`config.mk`:
```
export PLATFORM = sky130hd
export DESIGN_NAME = lpw_wake_seq
export DESIGN_NICKNAME = d
export VERILOG_FILES = /design/src/rtl/lpw_pkg.sv /design/src/rtl/lpw_sync.sv /design/src/rtl/lpw_low_qual.sv /design/src/rtl/lpw_wake_seq.sv
export SDC_FILE = /design/constraint.sdc
export NUM_CORES = 1
export LEC_CHECK = 0
export ABC_AREA = 1
export BUFFER_PORTS_ARGS = -buffer_cell sky130_fd_sc_hd__buf_4
export CAP_MARGIN = 0
export CELL_PAD_IN_SITES_DETAIL_PLACEMENT = 0
export CELL_PAD_IN_SITES_GLOBAL_PLACEMENT = 1
export CORE_MARGIN = 10
export CORE_UTILIZATION = 46
export DETAILED_ROUTE_END_ITERATION = 10
export GPL_ROUTABILITY_DRIVEN = 0
export PLACE_DENSITY = 0.91
export SLEW_MARGIN = 25
export SYNTH_ARGS = -nofsm -noshare
export SYNTH_HDL_FRONTEND = slang
export SYNTH_SLANG_ARGS = --single-unit
```
`constraint.sdc`:
```
create_clock -name clk_i -period 4.85 [get_ports clk_i]
set_clock_uncertainty 0.2 [all_clocks]
set_input_delay 0 -clock clk_i [delete_from_list [all_inputs] [get_ports clk_i]]
set_output_delay 0 -clock clk_i [all_outputs]
set_load 0.01 [all_outputs]
```
`src/rtl/lpw_pkg.sv`:
```
package lpw_pkg;

    typedef enum logic [2:0] {
        ST_COLD,
        ST_PWRUP,
        ST_HOLD,
        ST_CPUWAIT,
        ST_NORMAL,
        ST_STOP
    } seq_state_e;

    typedef enum logic [1:0] {
        MODE_START = 2'b00,
        MODE_RUN   = 2'b01,
        MODE_STOP  = 2'b10
    } op_mode_e;

    localparam int CAUSE_PIN = 0;
    localparam int CAUSE_LVD = 1;
    localparam int CAUSE_IRQ = 2;
    localparam int CAUSE_W   = 3;

endpackage

```
`src/rtl/lpw_sync.sv`:
```
module lpw_sync #(
    parameter int                WIDTH   = 1,
    parameter int                STAGES  = 2,
    parameter logic [WIDTH-1:0]  RST_VAL = '0
) (
    input  logic             clk_i,
    input  logic             rst_ni,
    input  logic [WIDTH-1:0] d_i,
    output logic [WIDTH-1:0] q_o
);

    logic [WIDTH-1:0] stage_d [STAGES];
    logic [WIDTH-1:0] stage_q [STAGES];

    always_comb begin
        stage_d[0] = d_i;
        for (int i = 1; i < STAGES; i++) begin
            stage_d[i] = stage_q[i-1];
        end
    end

    generate
        for (genvar g = 0; g < STAGES; g++) begin : g_stage
            always_ff @(posedge clk_i or negedge rst_ni) begin
                if (!rst_ni) stage_q[g] <= RST_VAL;
                else         stage_q[g] <= stage_d[g];
            end
        end
    endgenerate

    assign q_o = stage_q[STAGES-1];

endmodule

```
`src/rtl/lpw_low_qual.sv`:
```
module lpw_low_qual #(
    parameter int INIT_CYC = 16
) (
    input  logic clk_i,
    input  logic rst_ni,
    input  logic low_i,
    output logic valid_o
);

    localparam int QW = $clog2(INIT_CYC + 1);
    localparam logic [QW-1:0] LIMIT = QW'(INIT_CYC);

    logic [QW-1:0] cnt_d, cnt_q;

    always_comb begin
        if (!low_i)              cnt_d = '0;
        else if (cnt_q == LIMIT) cnt_d = cnt_q;
        else                     cnt_d = cnt_q + QW'(1);
    end

    always_ff @(posedge clk_i or negedge rst_ni) begin
        if (!rst_ni) cnt_q <= '0;
        else         cnt_q <= cnt_d;
    end

    assign valid_o = (cnt_q == LIMIT);

endmodule

```
`src/rtl/lpw_wake_seq.sv`:
```
module lpw_wake_seq
    import lpw_pkg::*;
#(
    parameter int SYNC_STAGES = 2,
    parameter int INIT_CYC    = 16,
    parameter int PGOOD_CYC   = 8,
    parameter int CPUWAIT_CYC = 4
) (
    input  logic       clk_i,
    input  logic       rst_ni,
    input  logic       ext_rst_ni,
    input  logic       lvd_rst_i,
    input  logic       wake_irq_i,
    input  logic       boot_pin_i,
    input  logic       stop_req_i,
    input  logic [2:0] flag_clr_i,
    output logic       main_pwr_en_o,
    output logic       main_rst_no,
    output logic       run_en_o,
    output logic [1:0] mode_o,
    output logic       single_boot_o,
    output logic       boot_pu_en_o,
    output logic       keep_aon_o,
    output logic [2:0] wake_cause_o
);

    localparam int MAX_CYC = (PGOOD_CYC > CPUWAIT_CYC) ? PGOOD_CYC : CPUWAIT_CYC;
    localparam int CNT_W   = $clog2(MAX_CYC + 1);
    localparam logic [CNT_W-1:0] PG_LAST = CNT_W'(PGOOD_CYC - 1);
    localparam logic [CNT_W-1:0] CW_LAST = CNT_W'(CPUWAIT_CYC - 1);

    typedef struct packed {
        seq_state_e           st;
        logic [CNT_W-1:0]     cnt;
        logic                 single_boot;
        logic                 keep;
        logic [CAUSE_W-1:0]   cause;
    } seq_s;

    // synchronized inputs: bit0 pin (active low), bit1 lvd, bit2 irq, bit3 boot
    logic [3:0] raw_in, sync_q;
    logic       pin_low_s, lvd_s, irq_s, boot_s, pin_ok;

    assign raw_in = {boot_pin_i, wake_irq_i, lvd_rst_i, ext_rst_ni};

    lpw_sync #(
        .WIDTH   (4),
        .STAGES  (SYNC_STAGES),
        .RST_VAL (4'b1001)
    ) sync_i (
        .clk_i  (clk_i),
        .rst_ni (rst_ni),
        .d_i    (raw_in),
        .q_o    (sync_q)
    );

    assign pin_low_s = ~sync_q[0];
    assign lvd_s     = sync_q[1];
    assign irq_s     = sync_q[2];
    assign boot_s    = sync_q[3];

    lpw_low_qual #(
        .INIT_CYC (INIT_CYC)
    ) qual_i (
        .clk_i   (clk_i),
        .rst_ni  (rst_ni),
        .low_i   (pin_low_s),
        .valid_o (pin_ok)
    );

    seq_s cur_q, nxt_d;
    logic rst_src;
    logic [CAUSE_W-1:0] cause_set;

    always_comb begin
        nxt_d     = cur_q;
        rst_src   = pin_ok | lvd_s;
        cause_set = '0;
        unique case (cur_q.st)
            ST_COLD: begin
                if (pin_ok) begin
                    nxt_d.st   = ST_PWRUP;
                    nxt_d.cnt  = '0;
                    nxt_d.keep = 1'b0;
                end
            end
            ST_PWRUP: begin
                if (cur_q.cnt == PG_LAST) nxt_d.st  = ST_HOLD;
                else                      nxt_d.cnt = cur_q.cnt + CNT_W'(1);
            end
            ST_HOLD: begin
                if (!pin_low_s && !lvd_s) begin
                    nxt_d.st          = ST_CPUWAIT;
                    nxt_d.cnt         = '0;
                    nxt_d.single_boot = ~boot_s;
                end
            end
            ST_CPUWAIT: begin
                if (rst_src) begin
                    nxt_d.st   = ST_PWRUP;
                    nxt_d.cnt  = '0;
                    nxt_d.keep = 1'b0;
                end else if (cur_q.cnt == CW_LAST) begin
                    nxt_d.st = ST_NORMAL;
                end else begin
                    nxt_d.cnt = cur_q.cnt + CNT_W'(1);
                end
            end
            ST_NORMAL: begin
                if (rst_src) begin
                    nxt_d.st   = ST_PWRUP;
                    nxt_d.cnt  = '0;
                    nxt_d.keep = 1'b0;
                end else if (stop_req_i) begin
                    nxt_d.st = ST_STOP;
                end
            end
            ST_STOP: begin
                if (rst_src || irq_s) begin
                    nxt_d.st   = ST_PWRUP;
                    nxt_d.cnt  = '0;
                    nxt_d.keep = 1'b1;
                    cause_set[CAUSE_PIN] = pin_ok;
                    cause_set[CAUSE_LVD] = lvd_s;
                    cause_set[CAUSE_IRQ] = irq_s;
                end
            end
            default: nxt_d.st = ST_COLD;
        endcase
        nxt_d.cause = (cur_q.cause & ~flag_clr_i) | cause_set;
    end

    always_ff @(posedge clk_i or negedge rst_ni) begin
        if (!rst_ni) begin
            cur_q.st          <= ST_COLD;
            cur_q.cnt         <= '0;
            cur_q.single_boot <= 1'b0;
            cur_q.keep        <= 1'b0;
            cur_q.cause       <= '0;
        end else begin
            cur_q <= nxt_d;
        end
    end

    op_mode_e mode_e;

    always_comb begin
        case (cur_q.st)
            ST_NORMAL: mode_e = MODE_RUN;
            ST_STOP:   mode_e = MODE_STOP;
            default:   mode_e = MODE_START;
        endcase
    end

    assign mode_o        = mode_e;
    assign main_pwr_en_o = (cur_q.st != ST_STOP);
    assign main_rst_no   = (cur_q.st == ST_CPUWAIT) || (cur_q.st == ST_NORMAL);
    assign run_en_o      = (cur_q.st == ST_NORMAL);
    assign boot_pu_en_o  = (cur_q.st == ST_COLD) || (cur_q.st == ST_PWRUP) ||
                           (cur_q.st == ST_HOLD);
    assign single_boot_o = cur_q.single_boot;
    assign keep_aon_o    = cur_q.keep;
    assign wake_cause_o  = cur_q.cause;

endmodule

```
# Word-level counts from Yosys, hierarchy flattened
# Cells that the tools add are included.
[word_totals]
reg_bits = 25
input_bits = 10
out_inout_bits = 11
wordCells = 71
[classes]
addsub = 2
eq_ne = 20
muxes = 22
bitwise_logic = 5
reduce_logical = 14
[op_table]
columns = ["operator", "n"]
rows = [
  ["4-bit one-hot mux with 6 select lines", 1],
  ["7-bit 2-to-1 mux", 3],
  ["3-bit 2-to-1 mux", 6],
  ["3-bit one-hot mux with 6 select lines", 1],
  ["4-bit 2-to-1 mux", 3],
  ["5-bit 2-to-1 mux", 2],
  ["2-bit != test, second input constant", 5],
  ["3-bit != test, second input constant", 3],
  ["8-bit 2-to-1 mux", 1],
  ["7-bit AND reduction", 1],
  ["3-bit by 2-bit equality test with 1-bit output, second input constant", 2],
  ["3-bit equality test, second input constant", 2],
  ["2-bit by 1-bit != test with 1-bit output, second input constant", 3],
  ["6-bit AND reduction", 1],
  ["6-bit nonzero test", 1],
  ["5-bit by 1-bit adder with 5-bit output, second input constant", 1],
  ["5-bit equality test, second input constant", 1],
  ["4-bit by 1-bit adder with 4-bit output, second input constant", 1],
  ["4-bit by 2-bit equality test with 1-bit output, second input constant", 1],
  ["4-bit by 3-bit equality test with 1-bit output, second input constant", 1],
  ["1-bit logical OR", 4],
  ["2-bit one-hot mux with 2 select lines", 1],
  ["4-bit AND reduction", 1],
  ["3-bit bitwise AND", 1],
  ["14 further kinds", 16],
]

# Logic depth before layout (Yosys ltp)
[depth]
ltp_word = 6
depth_mapped = 11

# Modules after synthesis
# From an unflattened synthesis, not the netlist that was laid out.
[unflattened]
cells_unflattened = 161
hier_area_um2 = 1298.7
[modules_own_cells]
columns = ["mod", "n_inst", "cells_per_inst", "area_each_um2"]
rows = [
  ["lpw_wake_seq", 1, 117, 815.8],
  ["lpw_low_qual", 1, 36, 277.8],
  ["lpw_sync", 1, 8, 205.2],
]

# Least setup slack after synthesis
# Ideal clock, no wire load.
[synth_path]
path_type = "register to register"
from = "register qual_i.cnt_q[0]"
to = "register cur_q[10] (netlist bit)"
setup_ns = 0.117
arrival_ns = 1.296
required_time_ns = 4.533
slack_ns = 3.237
path_stages_with_launch = 11
path_buffers = 0
synth_period_minus_slack_ns = 1.613
path_cell_list = "dfrtp_1 -> inv_1 -> ha_1 -> nand2_1 -> clkinv_1 -> nand2_4 -> nand2_4 -> nor2_2 -> nor2_4 -> nand4_1 -> nand2_1"
[synth_between]
elab_chain_len = 5
elab_cells_between_ends = 11
classes_between = "eq/ne: 5; mux: 3; bitwise: 1; reduce/logical: 2"
[synth_lines]
columns = ["item", "line", "rtl"]
rows = [
  ["start: declaration", "lpw_low_qual.sv:13", "logic [QW-1:0] cnt_d, cnt_q;"],
  ["start signal: assignment", "lpw_low_qual.sv:23", "else cnt_q <= cnt_d;"],
  ["5-bit equality test *", "lpw_low_qual.sv:26", "assign valid_o = (cnt_q == LIMIT);"],
  ["1-bit bitwise OR", "lpw_wake_seq.sv:77", "rst_src = pin_ok | lvd_s;"],
  ["1-bit logical OR", "lpw_wake_seq.sv:119", "if (rst_src || irq_s) begin"],
  ["2-bit != test (no source line)", "-", ""],
  ["6-bit AND reduction (no source line)", "-", ""],
  ["end signal: assignment", "lpw_wake_seq.sv:141", "cur_q <= nxt_d;"],
  ["end: declaration", "lpw_wake_seq.sv:71", "seq_s cur_q, nxt_d;"],
]
# Mark *: on every way between the ends. The rest lies on a longest branch, timed or not.
# A chain may end at the register's enable or synchronous reset.

# Worst setup path after layout
[layout_path]
from = "register qual_i.cnt_q[0]"
to = "register cur_q[11] (netlist bit)"
# The elaborated chain is that of the path after synthesis.

==> flow_summary_export.csv <==
group,metric,value,unit
floorplan,die_area,0.005938,mm²
logic_synthesis,synthMuxAreaShare,0,%
timing,slew_viol_final,0,
layout,final-seq-area,630.6,µm²
layout,fill_cells,280,
route,wl,2921,µm
logic_synthesis,synth_compound_area_share,6.266,%
logic_synthesis,synthTopCellsByCount,"40 x nand2_1, 21 x dfrtp_1, 17 x nor2_1",
floorplan,core,0.003078,mm²
timing,setup_viol,0,
logic_synthesis,synthArstFlopShare,100.0,%
logic_synthesis,synthAdderAreaFrac,2.506,%
logic_synthesis,synth.distinct_cells,30,
clock_tree,htreeDepth,1,
timing,rsz0062_at_grt,"no",
layout,stdcell_count,242,
logic_synthesis,synth_edf_count,0,
setup_path,start_kind,"flop",
clock_tree,cts_tree,"done",
grt,grt_max_degree,22,
placed_design,dpl.hpwl,2220,µm
grt,antenna_found_initial,0,
logic_synthesis,syn_area,0.001498,mm²
clock_tree,max-clock-path-buffers,2,
route,vias,1153,
route,antenna_left,0,
timing,finalCriticalPeriod,1.768,ns
job,maxCapViolations,0,
route,vias_per_cell,4.764,
floorplan,rows,20,
logic_synthesis,synth-simple-area-share,37.26,%
layout,stdcell_area,0.001755,mm²
route,firstDrtPassIters,4,
timing,relSlewSlack,66.48,%
run_status,status,"completed",
layout,drive_above_1_share,28.79,%
power,powerDensity,440.5,mW/mm²
timing,tightest_slew,0.5028,ns
placed_design,dp.cells,228,
logic_synthesis,yosys_register_bits,25,
logic_synthesis,synth_top_family_by_area,"simple AND/OR/NAND/NOR gates",
placed_design,place_ws,3.081,ns
logic_synthesis,synth_fp_nets,185,
setup_path,critPathMaxFanout,7,
grt,grt_overflow_total,0,
power,clkPwrFrac,11.7,%
logic_synthesis,yosysWarnings,0,
timing,setup_ws,3.082,ns
logic_synthesis,synthCells,172,
clock_tree,cts_sinks,25,
timing,tns,0,ns
power,p_int,431.9,µW
route,wire_per_inst,12.07,µm
logic_synthesis,synth_ff_type,"dfrtp_1",
grt,grt_pass1_vias,1179,
layout,multiInputGateArea,706.9,µm²
clock_tree,clk_pin_slew,0.13,ns
setup_path,crit_arrival,1.83,ns
grt,grt_pass1_wl,5354,µm
route,route.detailed.drc,0,
floorplan,start_util,48.66,%
logic_synthesis,yosys.area.top_type,"dfrtp_1",
placed_design,placed_area,0.001634,mm²
worst_hold_path,hold_path.class,"input pin to flop",
logic_synthesis,yosysTopAreaCellShare,35.09,%
timing,hold_viol_final,0,
setup_path,worstSetupPathType,"flop to flop",
floorplan,die_height,77.06,µm
setup_path,worstPathRequired,4.91,ns
clock_tree,clock_latency,0.31,ns
layout,antennaDiodeCount,0,
route,detail_route.iter0.violations,54,
placed_design,numPortBuffers,20,
power,pwr-share-comb,49.3,%
power,seq_power_share,39.0,%
logic_synthesis,ys_top_cells_by_area,"dfrtp_1 35%, nand2_1 10%, dfstp_2 7.0%, nor2_1 4.3%, nor2_8 4.0%",
power,p_leak,0.8799,nW
logic_synthesis,seq_area_frac_synth,42.11,%
timing,post-route-period-util,36.46,%
logic_synthesis,yosys.area_share.xor_xnor,1.170,%
floorplan,top_level_ports,21,
power,switchingPower,341.4,µW
setup_path,cp-end-kind,"flop",
logic_synthesis,syn_avg_cell_area,8.707,µm²
timing,fmax,565.6,MHz
floorplan,die_width,77.06,µm
layout,area_delta_synth_final,17.21,%
grt,gr-usage-all-layers,10.52,%
layout,final_nets,212,
clock_tree,cts_buffers,3,
logic_synthesis,yosysMostFrequentCell,"nand2_1",
power,max-vdd-ir-drop,0.2207,mV
power,swShare,44.14,%
clock_tree,cts-root-buf,"clkbuf_4",
[worst max-delay path: stages (launching register included)]
cell,delay (ns)
dfrtp_1,0.42
inv_1,0.06
ha_1,0.19
nand2_1,0.09
clkinv_1,0.10
nand2_4,0.15
nand2_4,0.11
inv_2,0.08
nand3_2,0.10
nand3_2,0.11
nand2_1,0.05
nand2_1,0.06
[layout make-up]
class	count	share of cell area (%)
flip-flops and latches	25	35.92
well taps	44	3.136
multi-input cells	116	40.27
repair buffers	30	13.97
inverters	23	5.203
clock buffers	4	1.497
[through the flow]
stage / power, mW / hold WS, ns / utilization, %
finish: 0.7733 / 0.02224 / 57.03
floorplan: 0.6106 / -0.4956 / -
global placement: 0.6751 / -0.2850 / 53.09
global route: 0.8530 / 0.06004 / 57.03
CTS: 0.7812 / 0.01579 / 57.20
detailed placement: 0.6821 / -0.2777 / 53.09
[cells in the final DEF (no fill, tap or decap), drive strengths merged]
cell,Yosys,routed
dfrtp,21,21
xnor2,1,1
dlygate4sd3,0,9
nor2,26,26
clkbuf,0,4
o22ai,3,3
dfstp,4,4
a21oi,6,6
nand4,5,5
clkinv,1,1
nand3b,1,1
inv,22,22
ha,3,3
nand2,47,47
nand3,15,15
xor2,1,1
o21ai,6,6
a21boi,2,2
buf,8,21
[sequential cells by signal (all words and copies together), names as in the netlist]
register,cells
cur_q,7
qual_i.cnt_q,5
keep_aon_o,1
single_boot_o,1
wake_cause_o,3
sync_i.q_o,4
sync_i.stage_d,4
[metal layers]
layer  up-vias  GRT usage [%]  wire [µm]
li1        596              -          -
met1       522          13.67       1441
met2        29          16.44       1297
met3         6          2.914        127
met4         0          3.285         54
met5         -              0          0
[logic make-up after synthesis]
group / Yosys count
xor gates and xnor gates: 2
adders and majority gates: 3
and+or+nand+nor: 94
buffers and inverters: 31
AOI/OAI and AO/OA: 17
DFF: 25
[worst paths after layout]
path	to	slack, ns	from	cells after the start
setup / recovery	cur_q[11]$_DFFE_PN0P_	3.08	qual_i.cnt_q[0]$_DFFE_PN0P_	11
setup reg to reg	cur_q[11]$_DFFE_PN0P_	3.08	qual_i.cnt_q[0]$_DFFE_PN0P_	11
hold reg to reg	sync_i.q_o[3]$_DFF_PN1_	0.16	sync_i.stage_d[3]$_DFF_PN1_	0
min in group asynchronous	sync_i.q_o[3]$_DFF_PN1_	0.52	rst_ni	3
max in group asynchronous	qual_i.cnt_q[0]$_DFFE_PN0P_	3.46	rst_ni	4
hold / removal	cur_q[9]$_DFFE_PN0P_	0.02	stop_req_i	6
[timing repair]
action | 4_1_cts | 5_1_grt
hold buffers | 10 | 0
gates resized for setup | 0 | 0
buffers inserted | 0 | 0
hold endpoints to repair | 32 | 0
[power groups by stage]
stage          Sequential, mW  Clock (mW)  Combinational [mW]
2_1_floorplan           0.267           0               0.344
6_report                0.302      0.0902               0.381
3_3_place_gp            0.303           0               0.372
5_1_grt                 0.309       0.105               0.439
4_1_cts                 0.301      0.0958               0.384
3_5_place_dp            0.306           0               0.376
Power figures use the tool's default switching activity.
